## config.mk

```make
export PLATFORM = sky130hd
export DESIGN_NAME = dual_dma_arbiter
export DESIGN_NICKNAME = d
export VERILOG_FILES = /design/src/rtl/dma_arb_pkg.sv /design/src/rtl/dma_parity_tracker.sv /design/src/rtl/dma_sample_latch.sv /design/src/rtl/dma_page_seq.sv /design/src/rtl/dma_bus_drive.sv /design/src/rtl/dual_dma_arbiter.sv
export SDC_FILE = /design/constraint.sdc
export NUM_CORES = 1
export LEC_CHECK = 0
export ABC_AREA = 1
export BUFFER_PORTS_ARGS = -buffer_cell sky130_fd_sc_hd__buf_4
export CELL_PAD_IN_SITES_DETAIL_PLACEMENT = 2
export CELL_PAD_IN_SITES_GLOBAL_PLACEMENT = 2
export CORE_ASPECT_RATIO = 0.6
export CORE_MARGIN = 3
export CORE_UTILIZATION = 23
export CTS_CLUSTER_SIZE = 20
export DETAILED_ROUTE_END_ITERATION = 6
export GPL_TIMING_DRIVEN = 0
export PLACE_DENSITY_LB_ADDON = 0.1
export SYNTH_ARGS = -nofsm -noshare
export SYNTH_HDL_FRONTEND = slang
export SYNTH_SLANG_ARGS = --single-unit
```

## constraint.sdc

```tcl
create_clock -name clk -period 1.57 [get_ports clk]
set_input_delay 0.3925 -clock clk [delete_from_list [all_inputs] [get_ports clk]]
set_output_delay 0.3925 -clock clk [all_outputs]
set_load 0.005 [all_outputs]
```

## src/rtl/dma_arb_pkg.sv

```systemverilog
`timescale 1ns/1ps
package dma_arb_pkg;
  typedef enum logic [3:0] {
    ST_IDLE,
    ST_HALT_A,
    ST_HALT_B,
    ST_ALIGN,
    ST_PG_RD,
    ST_PG_WR,
    ST_SM_STEAL,
    ST_REALIGN,
    ST_SM_WAIT_A,
    ST_SM_WAIT_B,
    ST_SM_RD
  } arb_state_t;

  // next-cycle parity differs from the parity reserved for page reads
  function automatic logic needs_align(input logic next_odd, input logic read_odd);
    return next_odd != read_odd;
  endfunction

  // a read slot goes to a pending sample before the page
  function automatic arb_state_t pick_slot(input logic pend);
    return pend ? ST_SM_STEAL : ST_PG_RD;
  endfunction

  function automatic logic is_sample_read(input arb_state_t s);
    return (s == ST_SM_STEAL) || (s == ST_SM_RD);
  endfunction
endpackage

```

## src/rtl/dma_parity_tracker.sv

```systemverilog
`timescale 1ns/1ps
module dma_parity_tracker (
  input  logic clk,
  input  logic rst_n,
  output logic odd_cycle
);
  always_ff @(posedge clk) begin
    if (!rst_n) odd_cycle <= 1'b0;
    else        odd_cycle <= ~odd_cycle;
  end
endmodule

```

## src/rtl/dma_sample_latch.sv

```systemverilog
`timescale 1ns/1ps
module dma_sample_latch (
  input  logic clk,
  input  logic rst_n,
  input  logic req,
  input  logic take,
  output logic pend
);
  always_ff @(posedge clk) begin
    if (!rst_n) pend <= 1'b0;
    else        pend <= req | (pend & ~take);
  end
endmodule

```

## src/rtl/dma_page_seq.sv

```systemverilog
`timescale 1ns/1ps
module dma_page_seq
  import dma_arb_pkg::*;
#(
  parameter int ADDR_W     = 16,
  parameter int PAGE_BYTES = 256,
  parameter bit READ_ODD   = 1'b0,
  localparam int OFF_W     = $clog2(PAGE_BYTES),
  localparam int PAGE_W    = ADDR_W - OFF_W
) (
  input  logic              clk,
  input  logic              rst_n,
  input  logic              trig_we,
  input  logic [PAGE_W-1:0] trig_page,
  input  logic              smp_pend,
  input  logic              odd_cycle,
  output arb_state_t        state,
  output logic [ADDR_W-1:0] src_addr,
  output logic              last_byte
);
  arb_state_t        nxt;
  logic [PAGE_W-1:0] page_q;
  logic [OFF_W-1:0]  off_q;

  function automatic logic [ADDR_W-1:0] page_src(input logic [PAGE_W-1:0] pg,
                                                 input logic [OFF_W-1:0] off);
    return {pg, off};
  endfunction

  assign src_addr  = page_src(page_q, off_q);
  assign last_byte = (off_q == OFF_W'(PAGE_BYTES - 1));

  always_comb begin
    nxt = state;
    unique case (state)
      ST_IDLE: begin
        if (trig_we)       nxt = ST_HALT_A;
        else if (smp_pend) nxt = ST_SM_WAIT_A;
      end
      ST_HALT_A:    nxt = ST_HALT_B;
      ST_HALT_B:    nxt = needs_align(~odd_cycle, READ_ODD) ? ST_ALIGN : pick_slot(smp_pend);
      ST_ALIGN:     nxt = pick_slot(smp_pend);
      ST_PG_RD:     nxt = ST_PG_WR;
      ST_PG_WR:     nxt = last_byte ? ST_IDLE : pick_slot(smp_pend);
      ST_SM_STEAL:  nxt = ST_REALIGN;
      ST_REALIGN:   nxt = pick_slot(smp_pend);
      ST_SM_WAIT_A: nxt = ST_SM_WAIT_B;
      ST_SM_WAIT_B: nxt = ST_SM_RD;
      ST_SM_RD:     nxt = ST_IDLE;
      default:      nxt = ST_IDLE;
    endcase
  end

  always_ff @(posedge clk) begin
    if (!rst_n) begin
      state  <= ST_IDLE;
      page_q <= '0;
      off_q  <= '0;
    end else begin
      state <= nxt;
      if (state == ST_IDLE && trig_we) begin
        page_q <= trig_page;
        off_q  <= '0;
      end else if (state == ST_PG_WR && !last_byte) begin
        off_q <= off_q + 1'b1;
      end
    end
  end
endmodule

```

## src/rtl/dma_bus_drive.sv

```systemverilog
`timescale 1ns/1ps
module dma_bus_drive
  import dma_arb_pkg::*;
#(
  parameter int              ADDR_W   = 16,
  parameter int              DATA_W   = 8,
  parameter logic [ADDR_W-1:0] OUT_ADDR = 16'h2004
) (
  input  logic              clk,
  input  logic              rst_n,
  input  arb_state_t        state,
  input  logic [ADDR_W-1:0] src_addr,
  input  logic [ADDR_W-1:0] smp_addr,
  input  logic [ADDR_W-1:0] cpu_addr,
  input  logic [DATA_W-1:0] rd_data,
  output logic [ADDR_W-1:0] bus_addr,
  output logic              bus_rw,
  output logic [DATA_W-1:0] bus_wdata,
  output logic [DATA_W-1:0] smp_data,
  output logic              smp_valid
);
  logic [DATA_W-1:0] byte_q;

  always_comb begin
    bus_addr = cpu_addr;
    bus_rw   = 1'b1;
    unique case (state)
      ST_PG_RD:              bus_addr = src_addr;
      ST_PG_WR: begin
        bus_addr = OUT_ADDR;
        bus_rw   = 1'b0;
      end
      ST_SM_STEAL, ST_SM_RD: bus_addr = smp_addr;
      default:               bus_addr = cpu_addr;
    endcase
  end

  assign bus_wdata = byte_q;

  always_ff @(posedge clk) begin
    if (!rst_n) begin
      byte_q    <= '0;
      smp_data  <= '0;
      smp_valid <= 1'b0;
    end else begin
      if (state == ST_PG_RD) byte_q <= rd_data;
      smp_valid <= is_sample_read(state);
      if (is_sample_read(state)) smp_data <= rd_data;
    end
  end
endmodule

```

## src/rtl/dual_dma_arbiter.sv

```systemverilog
`timescale 1ns/1ps
module dual_dma_arbiter
  import dma_arb_pkg::*;
#(
  parameter int                ADDR_W     = 16,
  parameter int                DATA_W     = 8,
  parameter int                PAGE_BYTES = 256,
  parameter logic [ADDR_W-1:0] OUT_ADDR   = 16'h2004,
  parameter bit                READ_ODD   = 1'b0,
  localparam int               PAGE_W     = ADDR_W - $clog2(PAGE_BYTES)
) (
  input  logic              clk,
  input  logic              rst_n,
  input  logic              trig_we,
  input  logic [PAGE_W-1:0] trig_page,
  input  logic              smp_req,
  input  logic [ADDR_W-1:0] smp_addr,
  input  logic [ADDR_W-1:0] cpu_addr,
  input  logic [DATA_W-1:0] rd_data,
  output logic              cpu_rdy,
  output logic [ADDR_W-1:0] bus_addr,
  output logic              bus_rw,
  output logic [DATA_W-1:0] bus_wdata,
  output logic [DATA_W-1:0] smp_data,
  output logic              smp_valid,
  output logic              odd_cycle
);
  arb_state_t        state;
  logic [ADDR_W-1:0] src_addr;
  logic              last_byte;
  logic              smp_pend;

  // named events for the checker
  logic ev_pg_rd, ev_pg_wr, ev_steal, ev_realign, ev_smp_rd, ev_last_wr, busy;
  assign ev_pg_rd   = (state == ST_PG_RD);
  assign ev_pg_wr   = (state == ST_PG_WR);
  assign ev_steal   = (state == ST_SM_STEAL);
  assign ev_realign = (state == ST_REALIGN);
  assign ev_smp_rd  = is_sample_read(state);
  assign ev_last_wr = ev_pg_wr & last_byte;
  assign busy       = (state != ST_IDLE);

  assign cpu_rdy = ~busy & ~trig_we;

  dma_parity_tracker u_par (
    .clk(clk), .rst_n(rst_n), .odd_cycle(odd_cycle)
  );

  dma_sample_latch u_pend (
    .clk(clk), .rst_n(rst_n), .req(smp_req), .take(ev_smp_rd), .pend(smp_pend)
  );

  dma_page_seq #(
    .ADDR_W(ADDR_W), .PAGE_BYTES(PAGE_BYTES), .READ_ODD(READ_ODD)
  ) u_seq (
    .clk(clk), .rst_n(rst_n), .trig_we(trig_we), .trig_page(trig_page),
    .smp_pend(smp_pend), .odd_cycle(odd_cycle), .state(state),
    .src_addr(src_addr), .last_byte(last_byte)
  );

  dma_bus_drive #(
    .ADDR_W(ADDR_W), .DATA_W(DATA_W), .OUT_ADDR(OUT_ADDR)
  ) u_bus (
    .clk(clk), .rst_n(rst_n), .state(state), .src_addr(src_addr),
    .smp_addr(smp_addr), .cpu_addr(cpu_addr), .rd_data(rd_data),
    .bus_addr(bus_addr), .bus_rw(bus_rw), .bus_wdata(bus_wdata),
    .smp_data(smp_data), .smp_valid(smp_valid)
  );
endmodule

```

## Yosys cells after proc, flatten, opt, wreduce, memory -nomap -nowiden

Cells that the tools add are included.

- Register bits after elaboration: 39

- Bitwise gates (word level): 8
- Add/sub/neg operators: 1
- Reduce and logical (&&, ||, !) cells: 9
- Mux-type cells: 8
- Eq/ne operators: 12

Operator list:

| operator | count |
|---|---|
| $pmux W16 S3 | 1 |
| $pmux W4 S9 | 1 |
| $eq A4 B3 Y1 const B | 4 |
| $eq A4 B4 Y1 const B | 3 |
| $add A8 B1 Y8 const B | 1 |
| $eq A4 B2 Y1 const B | 2 |
| $eq A8 B8 Y1 const B | 1 |
| $mux W4 | 2 |
| $mux W3 | 2 |
| $reduce_or A2 Y1 | 3 |
| $not A1 Y1 | 5 |
| $eq A4 B1 Y1 const B | 1 |
| $logic_not A4 Y1 | 1 |
| $reduce_bool A4 Y1 | 1 |
| $ne A3 B3 Y1 const B | 1 |
| $and A1 B1 Y1 | 2 |
| $logic_and A1 B1 Y1 | 2 |
| $mux W2 | 1 |
| $logic_not A1 Y1 | 1 |
| $logic_or A1 B1 Y1 | 1 |
| $mux W1 | 1 |
| $or A1 B1 Y1 | 1 |

## Depth between registers and ports, before layout

Gate-level depths: netlist (run 1).

- Depth after elaboration: 5
- Gate-level depth with buffers: 8
- Depth with buffers taken out: 8

## By module

Synthesis (run 1) repeated with hierarchy kept, for this count alone.

- Cell total of the unflattened synthesis: 361
- Area, all modules: 2426.1 sq um

By module, submodules not included:

| module | sequential area each (sq um) | instances | cells each | area each (sq um) |
|---|---|---|---|---|
| dma_bus_drive | 340.3 | 1 | 199 | 1297.5 |
| dma_page_seq | 400.4 | 1 | 145 | 1021.0 |
| dma_sample_latch | 20.0 | 1 | 6 | 43.8 |
| dual_dma_arbiter | 0.0 | 1 | 8 | 33.8 |
| dma_parity_tracker | 20.0 | 1 | 3 | 30.0 |

## Least setup slack after synthesis (run 1)

Ideal clock, no wire load.

- Kind: register -> output
- Start point: reg u_seq.state[2]
- End point: out bus_addr[10]
- Required time: 1177 ps
- Stages on the path, launching flop included: 8
- Arrival time: 1082 ps
- Buffers on the path: 1
- Slack: 96 ps
- Path through: dfxtp_1 -> inv_1 -> nand2_1 -> a21oi_4 -> nor2_4 -> buf_6 -> nand2_1 -> nand3_1

- Longest elaborated chain between the ends: 3
- Elaborated cells between the ends (all ways): 6

Ends and longest elaborated chain:

| item | RTL line | text |
|---|---|---|
| start, declared | dma_page_seq.sv:17 | `output arb_state_t state,` |
| start signal, assigned | dma_page_seq.sv:60 | `state <= nxt;` |
| $eq A4 B3 Y1 or $eq A4 B4 Y1 (tied branches) | dma_bus_drive.sv:27 | `unique case (state)` |
| $reduce_or A2 Y1 | dma_bus_drive.sv:27 |  |
| $pmux W16 S3 (*) | dma_bus_drive.sv:27 |  |
| end, declared | dual_dma_arbiter.sv:21 | `output logic [ADDR_W-1:0] bus_addr,` |

Mark *: on every way between the ends. The rest lies on a longest branch, timed or not.

## Final worst setup path (run 1)

- Start point: reg u_seq.state[2]
- End point: out bus_addr[8]

The elaborated chain is that of the path after synthesis.

==> impl_metrics.json, run 1 <==
{
  "rrSetupSlack_ps": 90,
  "hold_violations": 0,
  "grt_max_degree": 12,
  "wirelength_mm": 8.51,
  "violations": "negative setup slack",
  "fin_area_um2": 3280,
  "rsz0062_at_grt": "yes",
  "synth_area_leaders": "dfxtp_1 40%, nand2_1 18%, nor2_1 9.7%",
  "grt_pass1_wl_mm": 13.6,
  "min_period_ps": 1950,
  "place_congestion": 0.818,
  "ys_warn_count": 0,
  "setup_tns_ps": -5960,
  "final_common_cell": "buf_4",
  "synth_area_um2": 1930,
  "cts_tree": "done",
  "cts_buffer_depth": 2,
  "relSlewSlack_pct": 70.0,
  "fin_crit_sh_pct": 124,
  "min_path_cells": 3,
  "maxSlewViolCount": 0,
  "post_drt_wl_per_cell_um": 16.5,
  "viasPerCell": 4.57,
  "layout_common_cells": "89 x buf_4, 77 x nand2_1, 46 x nor2_1",
  "hold_class": "in2reg",
  "areaGrowthSynthToFinish_pct": 69.3,
  "synth_nets": 352,
  "drt_iter0_drc": 87,
  "drc": 0,
  "die_x_um": 124,
  "worst_ep_arrival_time_ps": 1560,
  "htree_num_levels": 2,
  "ant_nets": 0,
  "dieArea_um2": 9580,
  "vias": 2356,
  "first_pass_iters": 4,
  "nets": 460,
  "critPathLaunchType": "register",
  "synth_top_cell_by_area": "dfxtp_1",
  "synth.avg_cell_area_um2": 6.47,
  "clkLatencyLatePin_ps": 290,
  "switchingPower_uw": 1530,
  "core_area_um2": 8010,
  "power_frac_comb_pct": 43.3,
  "port_buffers": 87,
  "finalNonFillerCells": 515,
  "synth_cell_types": 25,
  "start_util_pct": 24.2,
  "status": "complete, but fails checks",
  "powerDensity_nw_per_um2": 1280,
  "dp_hpwl_mm": 5.94,
  "die_h_um": 77.0,
  "grt_util_all_layers_pct": 17.9,
  "r2r_cells": 8,
  "diodes": 0,
  "dpl_worst_slack_ps": -388,
  "std_cell_rows": 25,
  "synth_top_area_share_pct": 40.4,
  "grt_pass1_vias": 2491,
  "layout_setup_ws_ps": -378,
  "skew_ps": 2.92,
  "numCtsBuffers": 5,
  "io_pins": 88,
  "overflow": 0,
  "fmax_ghz": 0.513,
  "drive_gt1_share_pct": 41.3,
  "place_inst": 494,
  "power_frac_clock_pct": 24.6,
  "synthCells": 299,
  "tightestPinTransition_ps": 451,
  "cts_root_buf": "clkbuf_16",
  "crit_type": "reg2out",
  "antenna_found_initial": 0,
  "seq_power_share_pct": 32.1,
  "max_cap_viol_count": 0,
  "netSwitchingFraction_pct": 36.6,
  "ys_seq_elements": 39,
  "endpoint_kind": "output pin",
  "yosysSeqAreaShare_pct": 40.4,
  "irDropWorstVdd_uv": 380,
  "internal_power_uw": 2650,
  "leakage_uw": 0.00149,
  "cp_max_fo": 5,
  "clkTransAtPathRegs_ps": 60,
  "post_dp_cell_area_um2": 2720,
  "crit_required_ps": 1180,
  "cts.sinks": 39,
  "setup_viol": 17
}
-- metrics by stage --
step | utilization (%) | hold WS [ps] | total power [uW]
after detailed placement | 34.0 | 440 | 2680
after global routing | 40.9 | 335 | 4490
after CTS | 38.2 | 314 | 3980
final | 40.9 | 315 | 4190
after floorplan | - | 421 | 2000
after global placement | 34.0 | 433 | 2630
-- worst max-delay path, cell delays in order, from the launching register on --
cell and delay, ps:
dfxtp_4 380, inv_4 80, nand2_4 50, a21oi_4 260
nor2_4 90, buf_6 160, nand2_2 70, nand3_2 70
buf_6 120
-- cell usage after synthesis, drive strengths merged --
cell	number
ha	1
nor2	53
o21ai	26
inv	26
nand4	1
nand2	95
dfxtp	39
a21oi	21
clkbuf	1
nor3	1
nand3	24
xnor2	1
xor2	2
buf	7
a31oi	1
-- power groups by stage --
stage / registers [uW] / logic (uW) / clock network [uW]
2_1_floorplan: 1300 / 704 / 0
3_3_place_gp: 1320 / 1310 / 0
3_5_place_dp: 1330 / 1360 / 0
4_1_cts: 1340 / 1590 / 1060
5_1_grt: 1370 / 2000 / 1110
6_report: 1340 / 1810 / 1030
-- timing repair --
item	CTS	global route
setup endpoints to repair	27	30
pin swaps	3	5
gates cloned	1	1
setup buffers	9	3
resized for setup	35	50
hold buffers	0	0
-- sequential cells by signal (all words and copies together) (netlist names) --
name and count:
u_pend.pend 1, u_bus.smp_valid 1, u_seq.page_q 8, u_seq.state 4, u_seq.off_q 8, u_par.odd_cycle 1, u_bus.smp_data 8, u_bus.bus_wdata 8
-- cell families (layout without fill, tap and decap cells) --
family	count (synthesis)	after routing	share of synthesized area, %
buffers and inverters	34	141	7.76
adders and majority gates	1	1	0.647
and+or+nand+nor	174	175	36.8
AOI/OAI and AO/OA	48	48	13.1
xor gates and xnor gates	3	3	1.36
DFF	39	39	40.4
-- path summary, 6_finish.rpt --
check,from,to
worst max-delay path,u_seq.state[2],bus_addr[8]
worst min-delay path,smp_req,u_pend.pend
worst max register to register,u_seq.state[2],u_pend.pend
worst min register to register,u_seq.page_q[0],u_seq.page_q[0]
-- layout make-up --
| cell class | instances | area (um2) |
|---|---|---|
| inverter | 26 | 108 |
| fill | 953 | 4730 |
| timing repair buffer | 100 | 801 |
| clock buffer | 6 | 139 |
| clock inverter | 1 | 5.00 |
| tap | 108 | 135 |
| multi-input combinational | 227 | 1200 |
| buffer | 8 | 85.1 |
| sequential | 39 | 798 |
-- layer usage --
layer	track usage, %	share of wire (%)
met5	0	0
met4	4.27	0.98
met3	5.08	4.8
met2	26.1	42
met1	26.0	52
No activity file was read; power rests on OpenSTA's default activity.
==> inputs of run 2 (changes only) <==
--- a/config.mk
+++ b/config.mk
@@ -6,7 +6,7 @@
 export NUM_CORES = 1
 export LEC_CHECK = 0
 export ABC_AREA = 1
-export BUFFER_PORTS_ARGS = -buffer_cell sky130_fd_sc_hd__buf_4
+export BUFFER_PORTS_ARGS = -buffer_cell sky130_fd_sc_hd__buf_2
 export CELL_PAD_IN_SITES_DETAIL_PLACEMENT = 2
 export CELL_PAD_IN_SITES_GLOBAL_PLACEMENT = 2
 export CORE_ASPECT_RATIO = 0.6
==> run 2 against run 1 <==
The flow still finishes with violations (negative setup slack). Maximum frequency down 2.7%. Global-route usage rose by 0.25 points. Combinational power fell by 2%. Sequential share of layout area is 1.2 points higher. Final cell count increased by 1.2%. Flip-flop and latch count unchanged. Hold slack improved by 25 ps. First-iteration DRC count fell by 9.2%. Design area down 4.6%. Setup slack got worse by 54 ps. Critical endpoint unchanged. Largest cell class unchanged.
==> impl_metrics.json, run 2 (same netlist as run 1, synthesis figures left out) <==
{
  "areaGrowthSynthToFinish_pct": 61.5,
  "leakage_uw": 0.00147,
  "std_cell_rows": 25,
  "finalNonFillerCells": 521,
  "drc": 0,
  "powerDensity_nw_per_um2": 1330,
  "fin_crit_sh_pct": 128,
  "layout_common_cells": "85 x buf_2, 70 x nand2_1, 46 x nor2_1",
  "use_met3_pct": 5.08,
  "hold_class": "in2reg",
  "die_x_um": 124,
  "worst_ep_arrival_time_ps": 1610,
  "critical_path.cell_chain": "inv_2 > nand2_2 > a21oi_4 > nor2_4 > buf_6 > nand2_2 > nand3_2 > buf_2",
  "clkLatencyLatePin_ps": 290,
  "tightestPinTransition_ps": 507,
  "antenna_found_initial": 0,
  "core_area_um2": 8010,
  "grt_pass1_vias": 2533,
  "drt_iter0_drc": 79,
  "total_power_uw": 4150,
  "crit_type": "reg2out",
  "r2r_start": "u_seq.state[0]",
  "skew_ps": 3.27,
  "cts.sinks": 39,
  "cts_buffer_depth": 2,
  "crit_required_ps": 1180,
  "crit_path_frequent_cell": "nand2_2",
  "postLayoutCoreUtil_pct": 39.0,
  "endpoint_kind": "output pin",
  "ff_latch_area_um2": 798,
  "multi_input_area_um2": 1250,
  "setup_viol": 18,
  "clkTransAtPathRegs_ps": 60,
  "min_period_ps": 2000,
  "nets": 466,
  "dieArea_um2": 9580,
  "diodes": 0,
  "layout_setup_ws_ps": -433,
  "violations": "negative setup slack",
  "dpl_worst_slack_ps": -377,
  "slowest_stage": "dfxtp_4",
  "io_pins": 88,
  "whs_ps": 340,
  "numCtsBuffers": 5,
  "status": "complete, but fails checks",
  "min-delay-start": "smp_req",
  "die_h_um": 77.0,
  "dp_hpwl_mm": 5.93,
  "irDropWorstVdd_uv": 464,
  "htree_num_levels": 2,
  "viasPerCell": 4.57,
  "final_common_cell": "buf_2",
  "grt_pass1_wl_mm": 13.8,
  "place_inst": 494,
  "grt.busiest_layer": "met2",
  "port_buffers": 87,
  "wirelength_mm": 8.63,
  "first_pass_iters": 4,
  "start_util_pct": 24.2,
  "cp_max_fo": 7,
  "ant_nets": 0,
  "fmax_ghz": 0.499,
  "rsz0062_at_grt": "yes",
  "maxSlewViolCount": 0,
  "crit_start": "u_seq.state[0]",
  "place_congestion": 0.823,
  "max_cap_viol_count": 0,
  "grt_max_degree": 12,
  "slowest_delay_ps": 380,
  "overflow": 0,
  "drive_gt1_share_pct": 44.8,
  "grt_util_met2_pct": 26.7,
  "grt_util_all_layers_pct": 18.2,
  "relSlewSlack_pct": 66.2,
  "vias": 2382,
  "critPathLaunchType": "register",
  "hold_violations": 0,
  "cts_root_buf": "clkbuf_16",
  "post_drt_wl_per_cell_um": 16.6,
  "met1_usage_pct": 26.1,
  "cts_tree": "done",
  "nFillCells": 973
}
==> run 2: cell count changes in the layout (fill, tap and decap cells not counted), moves of 2 or more <==
cell | before | now
buf_2 | 1 | 85
buf_4 | 89 | 15
buf_6 | 12 | 10
nand2_1 | 77 | 70
nand2_2 | 8 | 16
nand2_4 | 10 | 8
nand3_1 | 12 | 7
nand3_2 | 11 | 17
==> run 2: routing by layer <==
| layer | share of wire, % | up-vias | wire (um) |
|---|---|---|---|
| met5 | 0 | - | 0 |
| met4 | 1.0 | 0 | 89 |
| met3 | 3.9 | 7 | 337 |
| met2 | 43 | 53 | 3730 |
| met1 | 52 | 1145 | 4470 |
| li1 | - | 1177 | - |
==> run 2: path summary, 6_finish.rpt <==
path	endpoint	slack [ps]	cells after the start
worst max-delay path	bus_addr[8]	-430	8
worst min-delay path	u_pend.pend	340	3
worst max register to register	u_bus.smp_data[3]	70	8
worst min register to register	u_seq.page_q[4]	450	2
==> run 2: layout make-up <==
type / count / share of cell area, %
Timing Repair Buffer: 106 / 19.4
Sequential cell: 39 / 25.6
Multi-Input combinational cell: 227 / 40.0
Clock inverter: 1 / 0.160
Clock buffer: 6 / 4.45
Tap cell: 108 / 4.33
Inverter: 26 / 3.36
Buffer: 8 / 2.80
==> run 2: through the flow <==
step                      cell area [um2]  setup TNS (ps)
final                                3120           -6730
after global routing                 3120           -8030
after CTS                            2940           -6450
after detailed placement             2500           -5850
after global placement               2500           -4970
after floorplan                      1930               0
==> run 2: critical path: cells and delay by family (launching register included) <==
| family | cells | cell delay, ps |
|---|---|---|
| flip-flops | 1 | 380 |
| buffers and inverters | 3 | 380 |
| AO/OA/AOI/OAI | 1 | 260 |
| AND/OR/NAND/NOR | 4 | 310 |
==> run 2: timing repair <==
| item | in CTS | in global routing |
|---|---|---|
| pin swaps | 7 | 5 |
| hold buffers | 0 | 0 |
| gates resized for setup | 60 | 32 |
| setup endpoints to repair | 27 | 27 |
| setup buffers | 11 | 7 |
| cloned | 2 | 0 |
==> run 2: power by group <==
part	switching, uW	total [uW]	leakage, uW	internal, uW
Clock	411	1030	0.0000727	620
Combinational	989	1770	0.00108	780
Sequential	162	1350	0.000321	1190
Total	1560	4150	0.00147	2590
==> inputs of run 3 (changes only) <==
--- a/config.mk
+++ b/config.mk
@@ -5,13 +5,12 @@
 export SDC_FILE = /design/constraint.sdc
 export NUM_CORES = 1
 export LEC_CHECK = 0
-export ABC_AREA = 1
 export BUFFER_PORTS_ARGS = -buffer_cell sky130_fd_sc_hd__buf_2
 export CELL_PAD_IN_SITES_DETAIL_PLACEMENT = 2
 export CELL_PAD_IN_SITES_GLOBAL_PLACEMENT = 2
-export CORE_ASPECT_RATIO = 0.6
+export CORE_ASPECT_RATIO = 1.25
 export CORE_MARGIN = 3
-export CORE_UTILIZATION = 23
+export CORE_UTILIZATION = 26
 export CTS_CLUSTER_SIZE = 20
 export DETAILED_ROUTE_END_ITERATION = 6
 export GPL_TIMING_DRIVEN = 0
@@ -19,3 +18,4 @@
 export SYNTH_ARGS = -nofsm -noshare
 export SYNTH_HDL_FRONTEND = slang
 export SYNTH_SLANG_ARGS = --single-unit
+export TNS_END_PERCENT = 100
==> run 3 against run 2 <==
First-iteration DRC count shrank 39%. Highest routed layer unchanged. Synthesized area fell by 1.9%. Synthesized cell count down 28%. Setup slack worse by 170 ps. Sequential share of layout area is 1.0 points higher. Final cell count fell by 20%. Non-clock buffer count up 9. Hold slack got worse by 38 ps. The flow still finishes with violations (negative setup slack).
==> impl_metrics.json, run 3 <==
{
  "status": "complete, but fails checks",
  "violations": "negative setup slack",
  "clkLatencyLatePin_ps": 300,
  "synth_cell_types": 42,
  "wirelength_mm": 7.50,
  "cts_buffer_depth": 2,
  "netSwitchingFraction_pct": 28.6,
  "critPathLaunchType": "register",
  "synth_nets": 267,
  "grt_max_degree": 13,
  "areaGrowthSynthToFinish_pct": 57.3,
  "skew_ps": 4.07,
  "drive_gt1_share_pct": 46.2,
  "drc": 0,
  "crit_required_ps": 1180,
  "nFillCells": 791,
  "total_power_uw": 2770,
  "drt_iter0_drc": 48,
  "power_frac_clock_pct": 32.2,
  "io_pins": 88,
  "power_frac_comb_pct": 28.1,
  "numCtsBuffers": 5,
  "fmax_ghz": 0.461,
  "synth_area_leaders": "dfxtp_1 41%, mux2i_1 9.0%, a22o_1 6.5%",
  "final_common_cell": "buf_2",
  "ant_nets": 0,
  "cp_max_fo": 6,
  "min_period_ps": 2170,
  "synth_top_area_share_pct": 41.2,
  "min_path_cells": 2,
  "seq_power_share_pct": 39.7,
  "start_util_pct": 27.0,
  "viasPerCell": 4.96,
  "yosysSeqAreaShare_pct": 41.2,
  "whs_ps": 301,
  "cts_root_buf": "clkbuf_8",
  "post_drt_wl_per_cell_um": 17.9,
  "synth_top_cell_by_area": "dfxtp_1",
  "ys_seq_elements": 39,
  "ys_warn_count": 0,
  "tightestPinTransition_ps": 537,
  "cts_tree": "done",
  "r2r_cells": 9,
  "hold_class": "in2reg",
  "synthCells": 214,
  "rsz0062_at_grt": "yes",
  "maxSlewViolCount": 0,
  "synth_area_um2": 1900,
  "hold_violations": 0,
  "layout_common_cells": "86 x buf_2, 36 x dfxtp_1, 21 x nor2_1",
  "yosysMostFrequentCell": "dfxtp_1",
  "setup_tns_ps": -11280,
  "htree_num_levels": 2,
  "grt_util_all_layers_pct": 17.4,
  "async_reset_ff_share_pct": 0,
  "die_h_um": 101,
  "ys.flop_type": "dfxtp_1",
  "grt_pass1_vias": 2190,
  "layout_setup_ws_ps": -600,
  "core_area_um2": 7020,
  "dp_hpwl_mm": 5.06,
  "powerDensity_nw_per_um2": 929,
  "synth.avg_cell_area_um2": 8.86,
  "relSlewSlack_pct": 64.2,
  "first_pass_iters": 4,
  "overflow": 0,
  "synth_commonest_cells": "39 x dfxtp_1, 25 x nor2_1, 19 x nand2_1",
  "leakage_uw": 0.00137,
  "dieArea_um2": 8360,
  "vias": 2080,
  "clkTransAtPathRegs_ps": 80,
  "nets": 381,
  "crit_type": "reg2out",
  "grt_pass1_wl_mm": 11.1,
  "place_congestion": 0.768,
  "endpoint_kind": "output pin",
  "synth-edff-count": 0,
  "irDropWorstVdd_uv": 367,
  "cts.sinks": 39,
  "antenna_found_initial": 0,
  "std_cell_rows": 34,
  "switchingPower_uw": 793,
  "die_x_um": 82.4,
  "internal_power_uw": 1980,
  "setup_viol": 42,
  "worst_ep_arrival_time_ps": 1780,
  "fin_crit_sh_pct": 138,
  "max_cap_viol_count": 0,
  "diodes": 0,
  "port_buffers": 87
}
run 3: cell types whose count changed after synthesis, sizes merged, moves of 14 or more:
cell | before | now
a22o | 0 | 14
o21ai | 26 | 4
nand3 | 24 | 4
inv | 26 | 7
nor2 | 53 | 26
nand2 | 95 | 19
a21o | 0 | 14
mux2i | 0 | 17
run 3: metal layers:
layer  track usage, %  part of all wire [%]  wire (um)  up-vias
met1             19.8                    39       2930     1020
met5                0                     0          0        -
met2             32.3                    55       4090       53
li1                 -                     -          -      997
met4             4.22                   1.1         84        0
met3             3.74                   5.2        389       10
run 3: through the flow:
stage	util (%)	setup slack [ps]	instance area (um2)	std cells
5_1_grt	42.5	-702	2980	419
2_1_floorplan	-	-93.0	1940	214
3_3_place_gp	35.5	-477	2490	391
3_5_place_dp	35.5	-482	2490	391
6_report	42.5	-600	2980	419
4_1_cts	40.0	-572	2810	411
run 3: cell families (layout without fill, tap and decap cells):
family / count (synthesis) / count (layout) / share of synthesized area, %
XOR/XNOR: 3 / 3 / 1.39
AND/OR/NAND/NOR: 66 / 66 / 17.2
multiplexers: 17 / 17 / 8.97
AO/OA/AOI/OAI: 65 / 65 / 24.9
adder cells (fa/ha/maj): 1 / 1 / 0.660
buffers and inverters: 23 / 138 / 5.67
flip-flops: 39 / 39 / 41.2
run 3: cell type report:
cell class / instances / area [um2] / area share (%)
inverter: 7 / 28.8 / 0.965
timing repair buffer: 110 / 702 / 23.5
multi-input combinational: 152 / 1110 / 37.3
tap: 90 / 113 / 3.78
sequential: 39 / 792 / 26.6
buffer: 13 / 118 / 3.94
clock inverter: 2 / 35.0 / 1.17
clock buffer: 6 / 82.6 / 2.77
run 3: path summary, 6_finish.rpt:
path,start,endpoint,slack (ps)
worst max-delay path,u_seq.state[2],bus_addr[15],-600
worst min register to register,u_bus.bus_wdata[0],u_bus.bus_wdata[0],460
worst min-delay path,smp_req,u_pend.pend,300
worst max register to register,u_seq.state[2],u_bus.smp_data[0],-160
run 3: timing repair:
item	in CTS	in global routing
setup buffers	12	8
gates cloned	1	2
resized for setup	28	31
setup endpoints to repair	44	49
hold buffers	0	0
pin swaps	10	17
run 3: power groups by stage:
stage | registers [uW] | clock network [uW] | logic [uW]
6_report | 1100 | 892 | 779
5_1_grt | 1110 | 969 | 856
4_1_cts | 1090 | 920 | 717
3_5_place_dp | 1110 | 0 | 607
3_3_place_gp | 1100 | 0 | 600
2_1_floorplan | 1100 | 0 | 364
run 3: critical path, cell delays in order (launching register included):
cell     delay (ps)
dfxtp_4         370
buf_12          140
xnor2_4         160
nor3b_4          70
buf_6           130
buf_6           110
a22o_1          230
a21o_1          160
buf_2           120
